`src/rtl/rowperm_pkg.sv`:
```
`timescale 1ns/1ps
package rowperm_pkg;
  localparam int unsigned BYTE_W  = 8;
  localparam int unsigned N_ROWS  = 4;
  localparam int unsigned N_COLS  = 4;  // must be a power of two
  localparam int unsigned ROT_W   = $clog2(N_COLS);
  localparam int unsigned ROW_W   = N_COLS * BYTE_W;
  localparam int unsigned STATE_W = N_ROWS * ROW_W;

  typedef logic [BYTE_W-1:0]             byte_t;
  typedef logic [N_COLS-1:0][BYTE_W-1:0] row_t;
  typedef logic [ROT_W-1:0]              rot_t;
  typedef logic [N_ROWS-1:0][ROT_W-1:0]  rot_vec_t;
endpackage

```
`src/rtl/rowperm_pat_sel.sv`:
```
`timescale 1ns/1ps
module rowperm_pat_sel
  import rowperm_pkg::*;
#(
  parameter int unsigned EVEN_R1 = 1,
  parameter int unsigned EVEN_R2 = 2,
  parameter int unsigned ODD_R1  = 1,
  parameter int unsigned ODD_R3  = 3
) (
  input  logic     odd_i,
  input  logic     inv_i,
  output rot_vec_t left_o
);
  // all amounts expressed as left rotations modulo N_COLS
  localparam rot_t EV1 = rot_t'(N_COLS - (EVEN_R1 % N_COLS));
  localparam rot_t EV2 = rot_t'(N_COLS - (EVEN_R2 % N_COLS));
  localparam rot_t OD1 = rot_t'(ODD_R1 % N_COLS);
  localparam rot_t OD3 = rot_t'(ODD_R3 % N_COLS);

  rot_vec_t fwd;

  always_comb begin
    fwd = '0;
    if (odd_i) begin
      fwd[1] = OD1;
      fwd[3] = OD3;
    end else begin
      fwd[1] = EV1;
      fwd[2] = EV2;
    end
  end

  for (genvar r = 0; r < N_ROWS; r++) begin : g_row
    assign left_o[r] = inv_i ? (rot_t'(0) - fwd[r]) : fwd[r];
  end
endmodule

```
`src/rtl/rowperm_row_rot.sv`:
```
`timescale 1ns/1ps
module rowperm_row_rot
  import rowperm_pkg::*;
(
  input  row_t row_i,
  input  rot_t left_i,
  output row_t row_o
);
  for (genvar c = 0; c < N_COLS; c++) begin : g_col
    rot_t src;
    assign src      = rot_t'(c) + left_i;  // wraps modulo N_COLS
    assign row_o[c] = row_i[src];
  end
endmodule

```
`src/rtl/rowperm_out_stage.sv`:
```
`timescale 1ns/1ps
module rowperm_out_stage #(
  parameter bit          OUT_REG = 1'b1,
  parameter int unsigned W       = 128
) (
  input  logic         clk_i,
  input  logic         rst_ni,
  input  logic [W-1:0] d_i,
  output logic [W-1:0] q_o
);
  if (OUT_REG) begin : g_reg
    always_ff @(posedge clk_i or negedge rst_ni) begin
      if (!rst_ni) q_o <= '0;
      else         q_o <= d_i;
    end
  end else begin : g_comb
    assign q_o = d_i;
  end
endmodule

```
`src/rtl/rowperm_top.sv`:
```
`timescale 1ns/1ps
module rowperm_top
  import rowperm_pkg::*;
#(
  parameter bit          OUT_REG = 1'b1,
  parameter int unsigned EVEN_R1 = 1,
  parameter int unsigned EVEN_R2 = 2,
  parameter int unsigned ODD_R1  = 1,
  parameter int unsigned ODD_R3  = 3
) (
  input  logic               clk_i,
  input  logic               rst_ni,
  input  logic               inv_i,
  input  logic [STATE_W-1:0] state_i,
  output logic [STATE_W-1:0] state_o
);
  row_t [N_ROWS-1:0]  rows_in;
  row_t [N_ROWS-1:0]  rows_out;
  rot_vec_t           left;
  logic [STATE_W-1:0] perm;

  // column-major byte layout
  for (genvar r = 0; r < N_ROWS; r++) begin : g_map_r
    for (genvar c = 0; c < N_COLS; c++) begin : g_map_c
      assign rows_in[r][c] = state_i[BYTE_W*(N_ROWS*c+r) +: BYTE_W];
      assign perm[BYTE_W*(N_ROWS*c+r) +: BYTE_W] = rows_out[r][c];
    end
  end

  rowperm_pat_sel #(
    .EVEN_R1(EVEN_R1),
    .EVEN_R2(EVEN_R2),
    .ODD_R1 (ODD_R1),
    .ODD_R3 (ODD_R3)
  ) u_sel (
    .odd_i (rows_in[0][0][0]),
    .inv_i (inv_i),
    .left_o(left)
  );

  for (genvar r = 0; r < N_ROWS; r++) begin : g_rot
    rowperm_row_rot u_rot (
      .row_i (rows_in[r]),
      .left_i(left[r]),
      .row_o (rows_out[r])
    );
  end

  rowperm_out_stage #(
    .OUT_REG(OUT_REG),
    .W      (STATE_W)
  ) u_out (
    .clk_i (clk_i),
    .rst_ni(rst_ni),
    .d_i   (perm),
    .q_o   (state_o)
  );
endmodule

```
`config.mk`:
```
export PLATFORM = sky130hd
export DESIGN_NAME = rowperm_top
export DESIGN_NICKNAME = d
export VERILOG_FILES = /design/src/rtl/rowperm_pkg.sv /design/src/rtl/rowperm_pat_sel.sv /design/src/rtl/rowperm_row_rot.sv /design/src/rtl/rowperm_out_stage.sv /design/src/rtl/rowperm_top.sv
export SDC_FILE = /design/constraint.sdc
export NUM_CORES = 1
export LEC_CHECK = 0
export ABC_AREA = 1
export ABC_CLOCK_PERIOD_IN_PS = 800
export BUFFER_PORTS_ARGS = -buffer_cell sky130_fd_sc_hd__buf_2
export CAP_MARGIN = 30
export CORE_ASPECT_RATIO = 0.5
export CORE_MARGIN = 2
export CORE_UTILIZATION = 45
export CTS_BUF_LIST = sky130_fd_sc_hd__clkbuf_8 sky130_fd_sc_hd__clkbuf_16
export CTS_CLUSTER_SIZE = 30
export DETAILED_ROUTE_END_ITERATION = 16
export PLACE_DENSITY_LB_ADDON = 0.12
export SLEW_MARGIN = 0
export SYNTH_ARGS = -nofsm -noshare
export SYNTH_HDL_FRONTEND = slang
export SYNTH_SLANG_ARGS = --single-unit
```
`constraint.sdc`:
```
create_clock -name clk_i -period 0.8 [get_ports clk_i]
set_clock_uncertainty 0.1 [all_clocks]
set_input_delay 0.16 -clock clk_i [delete_from_list [all_inputs] [get_ports clk_i]]
set_output_delay 0.16 -clock clk_i [all_outputs]
set_load 0.02 [all_outputs]
```
Word level (Yosys, flattened, before mapping):

Index checks and enable logic that the tools add are counted.

* muxes and demuxes: 30
* order comparisons: 12
* add/subtract/negate cells: 12

Operators with widths (count)
* $bmux 8 s2: 12
* $mux 8: 12
* $lt 2x3->1 const B: 12
* $add 2x2->2 const A: 6
* $mux 2: 6
* $add 1x2->2 const A: 3
* $sub 1x2->2 const A: 3

* word-level logic and storage cells: 55
* output and inout port bits: 128
* register bits: 128
* bits of input ports: 131

Longest topological paths before layout:

Gate-level depths: netlist of run 1.

* word-level depth: 6
* depth in mapped cells: 6
* mapped depth without buffers: 5

Cells and area by module:

A second synthesis of run 1 with hierarchy kept.

* cells, all modules: 1056
* area total of the unflattened synthesis: 7367.1 µm²

Modules (own cells, without submodules)
* rowperm_row_rot: times used 4, area an instance 1014.7 µm², seq. area each 0.0 µm², cells an instance 228
* rowperm_out_stage: times used 1, area an instance 3203.1 µm², seq. area each 3203.1 µm², cells an instance 128
* rowperm_pat_sel: times used 1, area an instance 105.1 µm², seq. area each 0.0 µm², cells an instance 16

Least setup slack after synthesis of run 1:

Ideal clock, no wire load.

* kind: input-to-reg
* from: in inv_i
* to: reg u_out.q_o[10]
* setup slack: -332 ps
* data arrival time: 906 ps
* buffers on the path: 2
* stages: 6
* library setup time: 126 ps
* required time: 574 ps
* path through: inv_1 > ha_1 > buf_4 > buf_4 > nor2_1 > a21oi_1

RTL lines
* from (decl): line rowperm_top.sv:13 `input logic inv_i,`
* to (signal assigned): line rowperm_out_stage.sv:14 `else q_o <= d_i;`
* to (decl): line rowperm_out_stage.sv:9 `output logic [W-1:0] q_o`

Worst setup path in the final report of run 1:

* from: reg u_out.q_o[46]
* to: out state_o[46]

RTL lines
* to (decl): line rowperm_top.sv:15 `output logic [STATE_W-1:0] state_o`

No word-level cell between the ends.

==> metrics, run 1 <==
gr ovfl total=0; cts bufs inserted=17; first-pass GRT wire length=27840 microns; WHS=-0.006934 ns; max reg flops=128; via count=5271; Post-Route Utilization=88.22%; Die Area=11810 sq um; share of the synthesized area in the top cell type=65.26%; Yosys top cell by area=dfrtp_1; Rows=26; layout cell share with drive strength beyond 1=41.16%; crit end category=output pin; largest net degree at the start of global routing=41; nets=1016; Slew @ Worst Pin=0.2771 ns; Final Cycle Share=155.4%; Clock transition at path regs=around 0.07 ns; Clock Path Buffers=2; vias per cell=5.098; crit path to=state_o[46]; registers with the most flip-flops=u_out.q_o: 128 flops; worst setup path startpoint=u_out.q_o[46]$_DFF_PN0_; Mapped Area=between 4000 and 5000 sq um; status=complete, but fails checks; Flop pwr share=37.3%; Ports=259; RSZ-0062 raised after global routing=true; Port Buffers=258; P per Cell Area=2150 nW/um^2; FF+latch count, synth=128; register area share after synthesis=approximately two thirds; syn nets=649; Worst VDD drop=0.001425 V; crit path max-delay cell type=dfrtp_1; CP Class=reg2out; critical path fanouts, max=1; Switching Power=5792 uW; # setup viols final=roughly 150; multi-input logic area=1456 sq um; gr usage total=31.60%; P_leak=0.004706 uW; Max Clock Freq=between 800 and 900 MHz; largest cells by area after synthesis=dfrtp_1 (65%), nand2_1 (11%), nand3_1 (6.5%); critical path data arrival time=0.98 ns; Netlist cell types=13; placer congestion estimate=0.8331; crit path cell chain=buf_6; HPWL after DPL=approximately 9900 microns; Initial DRC Count=a little under 300; CP required=0.54 ns; yosys warns=0; post-route ant nets=0; part of the power in combinational logic=a little under a quarter; vias in the first global route=between 5k and 6k; slew margin rel.=81.53%; area delta synth->final=87.10%; Synth Instances=514; hold crit path type=in2reg; DRT Pass-1 Iters=5; Startpoint Class=flop; CTS tree=built; fill count=442; CTS Hold Bufs=96; Initial Utilization=47.15%; setup ws final=-0.4435 ns; Clk pwr share=between 30% and 40%; Largest stage delay, worst path=0.42 ns; Levels on crit path=1; Remaining DRCs=0; initial antenna violation count=0; antenna cells=0; Min Clock Period, post-route=1.243 ns; Die Ht=77.85 microns; Max-cap violations=0; die width=151.7 microns; Core Region=10410 sq um; Switching Share=29.34%; maximum level of the CTS H-tree=4; Reg with most FFs=u_out.q_o; Internal=~14000 uW; failing checks=hold timing, setup timing; Design Power=slightly below 20000 uW; Mean Syn Cell Area=9.550 sq um; area occupied by registers=3203 sq um; drt total wl=between 15000 and 20000 microns; Root Driver=clkbuf_16; routed len/inst=18.81 microns; WP buf/inv=1; fin. max-slew vios=0; CTS sink cnt=128; CP delay by family, top=flip-flops; Final Hold Viols=3
[per-stage QoR]
step / TNS, ns / instance area (sq um) / setup slack [ns] / instances
after floorplan: -5.719 / 5056 / -0.1778 / 514
after global placement: -29.06 / 6584 / -0.4048 / 909
after detailed placement: -31.55 / 6584 / -0.4331 / 909
after CTS: -49.73 / 8954 / -0.4206 / 1037
after global routing: -53.62 / 9184 / -0.4631 / 1034
final: -49.64 / 9184 / -0.4435 / 1034
[area by class of cell]
cell class,count,share of cell area [%]
Multi-Input combinational cell,292,15.86
Timing Repair Buffer,372,37.70
Clock buffer,17,4.632
Clock inverter,15,1.921
Tap cell,140,1.907
Inverter,70,3.106
Sequential cell,128,34.88
[power by group through the flow]
stage / clock, uW / sequential, uW / combinational (uW)
detailed placement: 0 / 7280 / 3000
floorplan: 0 / 8030 / 894
CTS: 7920 / 7310 / 4030
finish: 7860 / 7360 / 4530
global route: 8260 / 7400 / 4780
global placement: 0 / 7270 / 2940
[cell usage in the layout (no fill, tap or decap), drive strengths merged]
cell type | Yosys | final
buf | 22 | 273
nand2 | 144 | 144
dfrtp | 128 | 128
dlygate4sd3 | 0 | 94
inv | 70 | 77
nand3 | 64 | 64
o21ai | 48 | 48
clkbuf | 2 | 20
a21oi | 16 | 16
nor2 | 16 | 16
clkinv | 0 | 4
ha | 4 | 4
clkinvlp | 0 | 2
bufinv | 0 | 2
dlymetal6s4s | 0 | 2
[cells by family (layout without fill, tap and decap cells)]
family | after synthesis | count (layout) | share of synthesized area [%]
AOI/OAI and AO/OA | 64 | 64 | 6.526
adders and majority gates | 4 | 4 | 1.020
DFF | 128 | 128 | 65.26
buffers and inverters | 94 | 474 | 8.437
and+or+nand+nor | 224 | 224 | 18.76
[routing by layer]
layer  vias up  global-route usage (%)  wire length (microns)
met5         -                       0                      0
met3        71                   11.59                   1919
met4         0                   14.17                    773
met2       321                   56.22                  10160
met1      2538                   33.59                   6601
li1       2341                       -                      -
[synth_stat cells]
master,count
inv_2,1
nand3_1,64
a21oi_1,16
ha_1,4
buf_4,5
o21ai_0,48
buf_2,14
nor2_1,16
buf_6,3
clkbuf_2,2
nand2_1,144
inv_1,69
dfrtp_1,128
[what timing repair did]
action	4_1_cts	5_1_grt
setup endpoints to repair	133	185
resized for setup	258	101
cloned	0	3
endpoints found under the hold margin	243	2
buffers inserted	0	7
pin swaps	0	6
[worst min-delay path by stage]
stage / start / end / slack, ns / cells after the start
2_1_floorplan: rst_ni / u_out.q_o[0]$_DFF_PN0_ / -0.24 / 0
3_3_place_gp: rst_ni / u_out.q_o[104]$_DFF_PN0_ / -0.08 / 1
3_5_place_dp: rst_ni / u_out.q_o[104]$_DFF_PN0_ / -0.08 / 1
4_1_cts: state_i[122] / u_out.q_o[26]$_DFF_PN0_ / -0.02 / 5
5_1_grt: state_i[91] / u_out.q_o[27]$_DFF_PN0_ / -0.001 / 5
6_report: state_i[90] / u_out.q_o[26]$_DFF_PN0_ / -0.007 / 5
Power figures use the tool's default switching activity.
==> inputs of run 2 (changes only) <==
--- a/config.mk
+++ b/config.mk
@@ -5,7 +5,6 @@
 export SDC_FILE = /design/constraint.sdc
 export NUM_CORES = 1
 export LEC_CHECK = 0
-export ABC_AREA = 1
 export ABC_CLOCK_PERIOD_IN_PS = 800
 export BUFFER_PORTS_ARGS = -buffer_cell sky130_fd_sc_hd__buf_2
 export CAP_MARGIN = 30
==> run 2 against run 1 <==
The run still ends with hold timing, setup timing left; maximum frequency rose by 2.3%; clock-buffer cell count rose by 1; sequential power fell by 0.8%; wire length fell by 18%; clock power fell by 2.5%; largest cell class is now sequential cells; largest power group unchanged.
==> metrics, run 2 <==
# setup viols final=222 (+46%); WHS=-0.1071 ns (-0.1002 ns); CP required=0.54 ns (about the same); first-pass GRT wire length=24590 microns (-12%); worst setup path startpoint=u_out.q_o[12]$_DFF_PN0_; CTS sink cnt=128 (unchanged); Flop pwr share=37.9% (+0.6 points); failing checks=hold timing, setup timing; Met1 Wirelength=5529 microns (-16%); CP Class=reg2out; Initial Utilization=46.99% (-0.16 points); syn nets=379 (-42%); Synth Instances=244 (-53%); fin. max-slew vios=0 (unchanged); ys flop type=dfrtp_1; Cells after DPL=651 (-28%); setup ws final=-0.4156 ns (+0.02794 ns); main combinational cell family by area after synthesis=multiplexers; Internal=13950 uW (about the same); maximum level of the CTS H-tree=4 (unchanged); Startpoint Class=flop; Post-Synth Adder-Cell Area=1.030% (+0.010 points); Core Region=10340 sq um (-0.63%); vias in the first global route=4275 (-23%); Place WS=-0.6952 ns (-0.2620 ns); Mean Syn Cell Area=19.92 sq um (+110%); area post-placement=6708 sq um (+1.9%); part of the power in combinational logic=22.4% (-0.5 points); Max Clock Freq=822.7 MHz (+2.3%); Remaining DRCs=0 (unchanged); WL met2=9081 microns (-11%); CTS Hold Bufs=33 (-66%); DRT Pass-1 Iters=4 (-1); yosys warns=0 (unchanged); Switching Power=5323 uW (-8.1%); complex-gate fraction of the synthesized area=0% (-6.5 points); CP delay by family, top=flip-flops; hold_sp=state_i[41]; initial antenna violation count=1 (+1); registers with the most flip-flops=u_out.q_o: 128 flops; crit end category=output pin; Root Driver=clkbuf_16; Die Area=11700 sq um (-0.93%); max reg flops=128 (unchanged); largest cells by area after synthesis=dfrtp_1 (66%), mux2_2 (14%), mux4_2 (11%); Clock Path Buffers=2 (unchanged); post-route ant nets=0 (unchanged); Mapped Area=4861 sq um (-0.97%); RSZ-0062 raised after global routing=true; status=complete, but fails checks; most frequent cell after synthesis=dfrtp_1; crit path max-delay cell type=dfrtp_1; slew margin rel.=81.66% (+0.13 points); gr ovfl total=0 (unchanged); design area=8879 sq um (-3.3%); Die Ht=77.49 microns (-0.46%); P per Cell Area=2171 nW/um^2 (+0.98%); P_leak=0.004302 uW (-8.6%); die width=151.0 microns (-0.47%); Clk pwr share=39.8% (about the same); CTS tree=built; Reg with most FFs=u_out.q_o; Max-cap violations=0 (unchanged); vias per cell=4.980 (-2.3%); most frequent cells in the layout=buf_6 (140), dfrtp_1 (128), buf_2 (127), mux2_4 (64), dlygate4sd3_1 (33); simple-gate share of the synthesized area=0% (-19 points); mux cell area share after synthesis=30.27% (+30 points); area delta synth->final=82.65%; via count=3665 (-30%); Slew @ Worst Pin=0.2751 ns (-0.001955 ns); hold depth=2 (-3); WL met3=1118 microns (-42%); Post-Route Utilization=85.82% (-2.4 points); Worst Hold End=u_out.q_o[73]$_DFF_PN0_; multi-input logic area=1782 sq um (+22%); placer congestion estimate=0.7467 (-10%); Port Buffers=258 (unchanged); Clock transition at path regs=0.06 ns (about the same); nets=717 (-29%); Switching Share=27.61% (-1.7 points); hold crit path type=in2reg; Min Clock Period, post-route=1.216 ns (-0.02794 ns); Netlist cell types=12 (-1); gr usage total=28.84% (-2.8 points); Yosys top cell by area=dfrtp_1; register area share after synthesis=65.89% (+0.64 points); HPWL after DPL=9244 microns (-6.8%); Largest stage delay, worst path=0.40 ns (-0.02 ns); Post-Synth XOR/XNOR Area=0% (unchanged); Post-synth EDFFs=0 (unchanged); critical path data arrival time=0.96 ns (-0.02 ns); commonest non-fill, non-tap cell in the layout=buf_6; Final Hold Viols=64 (+61); area occupied by registers=3203 sq um (unchanged); synth cell count leaders=dfrtp_1 (128), mux2_2 (62), mux4_2 (24), mux4_1 (8), buf_6 (5); share of the synthesized area in the top cell type=65.89% (+0.64 points); Rows=26 (unchanged); critical path fanouts, max=1 (unchanged); Initial DRC Count=150 (-49%); FF+latch count, synth=128 (unchanged); layout cell share with drive strength beyond 1=72.94% (+32 points); largest net degree at the start of global routing=29 (-29%); drt total wl=16020 microns (-18%); cts bufs inserted=17 (unchanged); Synth async-reset ratio=100.0% (unchanged); Worst VDD drop=0.001921 V (+35%); routed len/inst=21.76 microns (+16%); Cell Count, Final, Fillers Out=736 (-29%); Final Cycle Share=151.9% (-3.5 points); WP buf/inv=1 (unchanged); fill count=463 (+4.8%); top sig layer=met4; Ports=259 (unchanged); crit path cell chain=buf_6
-- run 2: changes by cell type after synthesis, moves of 8 or more --
cell,delta
mux4_1,+8
o21ai_0,-48
nand2_1,-144
mux4_2,+24
nand3_1,-64
inv_1,-68
mux2_2,+62
nor2_1,-16
a21oi_1,-16
buf_2,-11
-- run 2: metal layers --
metal,global-route usage [%],up-vias
li1,-,1583
met1,30.55,1894
met2,55.45,164
met3,8.000,24
met4,9.159,0
met5,0,-
-- run 2: power by group through the flow --
stage                     clock, uW  combinational, uW  sequential, uW
after CTS                      7680               4270            7280
after global placement            0               3070            7230
after global routing           8100               4520            7340
after detailed placement          0               3140            7240
after floorplan                   0               1110            7980
final                          7660               4320            7300
-- run 2: cells by family after synthesis --
kind of cell,after synthesis
buffers and inverters,16
adder cells (fa/ha/maj),4
flip-flops,128
multiplexers,96
-- run 2: timing repair --
item                                   CTS  global route
cloned                                   6             1
setup buffers                           14             3
endpoints found under the hold margin  225            64
pin swaps                                3             3
gates resized for setup                301             7
setup endpoints to repair              223           220
-- run 2: worst max path at each step --
stage | to | slack, ns | cells past startpoint
final | state_o[12] | -0.42 | 1
after floorplan | u_out.q_o[104]$_DFF_PN0_ | -0.42 | 5
after CTS | state_o[10] | -0.41 | 1
after global routing | state_o[100] | -0.44 | 1
after global placement | u_out.q_o[58]$_DFF_PN0_ | -0.65 | 3
after detailed placement | u_out.q_o[59]$_DFF_PN0_ | -0.70 | 3
-- run 2: layout make-up --
type | instances | area share (%)
Antenna cell | 1 | 0.02818
Timing Repair Buffer | 334 | 35.06
Inverter | 1 | 0.1832
Clock inverter | 14 | 1.663
Sequential cell | 128 | 36.08
Tap cell | 140 | 1.973
Clock buffer | 18 | 4.946
Multi-Input combinational cell | 100 | 20.07
-- run 2: through the flow --
stage / TNS [ns] / power, uW
6_report: -56.75 / 19280
5_1_grt: -60.71 / 19950
4_1_cts: -57.50 / 19230
3_5_place_dp: -57.49 / 10380
3_3_place_gp: -55.92 / 10310
2_1_floorplan: -32.58 / 9089
==> inputs of run 3 (changes only) <==
--- a/config.mk
+++ b/config.mk
@@ -15,6 +15,7 @@
 export CTS_CLUSTER_SIZE = 30
 export DETAILED_ROUTE_END_ITERATION = 16
 export PLACE_DENSITY_LB_ADDON = 0.12
+export REMOVE_ABC_BUFFERS = 1
 export SLEW_MARGIN = 0
 export SYNTH_ARGS = -nofsm -noshare
 export SYNTH_HDL_FRONTEND = slang
==> run 3 against run 2 <==
The run still ends with hold timing, setup timing left; largest cell class unchanged; worst hold slack better by 0.0038 ns; sequential share of layout area up 0.64 points; critical endpoint is now state_o[106]; cell count down 0.27%.
==> metrics, run 3 (synthesis gave the netlist of run 2 again) <==
CTS sink cnt=128 (unchanged); Slew @ Worst Pin=0.2676 ns (-0.007519 ns); Rows=26 (unchanged); DRT Pass-1 Iters=4 (unchanged); fill count=479 (+3.5%); Cells after DPL=649 (-0.31%); Top Usage Layer GRT=met2; vias per cell=4.959 (-0.41%); commonest non-fill, non-tap cell in the layout=buf_6; Remaining DRCs=0 (unchanged); hold crit path type=in2reg; Initial DRC Count=104 (-31%); max reg flops=128 (unchanged); Die Area=11700 sq um (unchanged); Ports=259 (unchanged); initial antenna violation count=1 (unchanged); WP buf/inv=1 (unchanged); maximum level of the CTS H-tree=4 (unchanged); status=complete, but fails checks; Reg with most FFs=u_out.q_o; drt total wl=15490 microns (-3.3%); Clock Path Buffers=2 (unchanged); gr ovfl total=0 (unchanged); CP delay by family, top=flip-flops; Cell Count, Final, Fillers Out=734 (-0.27%); routed len/inst=21.10 microns (-3.0%); Core Region=10340 sq um (unchanged); Die Ht=77.49 microns (unchanged); critical path data arrival time=0.97 ns (about the same); layout cell share with drive strength beyond 1=73.02% (+0.077 points); area occupied by registers=3203 sq um (unchanged); Flop pwr share=38.2% (+0.3 points); failing checks=hold timing, setup timing; first-pass GRT wire length=23250 microns (-5.5%); Fin Setup TNS=-58.16 ns (-1.411 ns); grt met1 use=28.85% (-1.7 points); cts bufs inserted=17 (unchanged); Min Clock Period, post-route=1.229 ns (+0.01341 ns); critical path fanouts, max=1 (unchanged); CP required=0.54 ns (about the same); CP Class=reg2out; Port Buffers=258 (unchanged); HPWL after DPL=8771 microns (-5.1%); CTS Hold Bufs=32 (-3.0%); Worst VDD drop=0.001454 V (-24%); largest net degree at the start of global routing=30 (+3.4%); most frequent cells in the layout=buf_6 (142), dfrtp_1 (128), buf_2 (127); Switching Power=5251 uW (-1.4%); gr usage total=27.53% (-1.3 points); crit path max-delay cell type=dfrtp_1; fin. max-slew vios=0 (unchanged); Post-Route Utilization=84.33% (-1.5 points); slew margin rel.=82.16% (+0.50 points); multi-input logic area=1662 sq um (-6.7%); Clk pwr share=40.0% (+0.2 points); met3 Resource Use GR=9.647% (+1.6 points); via count=3640 (-0.68%); die width=151.0 microns (unchanged); Clock transition at path regs=0.06 ns (about the same); # setup viols final=223 (+0.45%); Internal=13840 uW (-0.85%); Final Hold Viols=64 (unchanged); WHS=-0.1033 ns (+0.003822 ns); vias in the first global route=4132 (-3.3%); registers with the most flip-flops=u_out.q_o: 128 flops; Startpoint Class=flop; area delta synth->final=79.46%; Switching Share=27.51% (-0.10 points); CTS tree=built; Root Driver=clkbuf_16; nets=715 (-0.28%); P_leak=0.004143 uW (-3.7%); post-route ant nets=0 (unchanged); crit path cell chain=buf_6; placer congestion estimate=0.7719 (+3.4%); part of the power in combinational logic=21.8% (-0.6 points); Initial Utilization=46.99% (unchanged); Max-cap violations=0 (unchanged); Final Cycle Share=153.6% (+1.7 points); RSZ-0062 raised after global routing=true; setup ws final=-0.4290 ns (-0.01341 ns); P per Cell Area=2188 nW/um^2 (+0.78%); Largest stage delay, worst path=0.41 ns (about the same); crit end category=output pin; Max Clock Freq=813.7 MHz (-1.1%); met2 usage=50.00% (-5.5 points)
[run 3: changes by cell type in the layout (fill, tap and decap cells not counted), sizes merged]
cell	previous run	this run
buf	300	299
clkinv	5	2
clkinvlp	1	3
dlygate4sd3	33	32
inv	8	9
[run 3: area by class of cell]
type                       instances  share of cell area (%)
sequential                       128                   36.72
timing repair buffer             332                   35.37
multi-input combinational        100                   19.05
clock buffer                      18                   5.034
tap                              140                   2.008
clock inverter                    14                   1.664
inverter                           1                  0.1291
antenna                            1                 0.02869
[run 3: final timing paths]
path / start / endpoint / slack (ns) / depth (start not counted)
min in group asynchronous: rst_ni / u_out.q_o[90]$_DFF_PN0_ / 0.06 / 2
max in group asynchronous: rst_ni / u_out.q_o[107]$_DFF_PN0_ / 0.10 / 3
hold / removal: state_i[85] / u_out.q_o[85]$_DFF_PN0_ / -0.10 / 2
setup / recovery: u_out.q_o[106]$_DFF_PN0_ / state_o[106] / -0.43 / 1
[run 3: power groups by stage]
| stage | combinational [uW] | clock [uW] | sequential, uW |
|---|---|---|---|
| final | 4160 | 7630 | 7290 |
| after global placement | 2790 | 0 | 7230 |
| after detailed placement | 2830 | 0 | 7240 |
| after global routing | 4360 | 8150 | 7330 |
| after CTS | 4090 | 7680 | 7270 |
| after floorplan | 684 | 0 | 7980 |
[run 3: metal layers]
layer | wire length [microns] | vias up
li1 | - | 1577
met1 | 5385 | 1866
met2 | 8513 | 161
met3 | 1138 | 36
met4 | 454 | 0
met5 | 0 | -
[run 3: what timing repair did]
| action | CTS | global route |
|---|---|---|
| cloned | 5 | 1 |
| resized for setup | 338 | 15 |
| setup buffers | 11 | 6 |
| setup endpoints to repair | 210 | 194 |
| pin swaps | 1 | 2 |
| hold endpoints to repair | 231 | 67 |
[run 3: per-stage QoR]
stage | power [uW] | setup slack, ns | cell area [sq um]
after global routing | 19840 | -0.4595 | 8723
after detailed placement | 10060 | -0.6544 | 6440
after floorplan | 8661 | -0.9087 | 4728
after global placement | 10020 | -0.6319 | 6440
final | 19090 | -0.4290 | 8723
after CTS | 19030 | -0.4121 | 8658
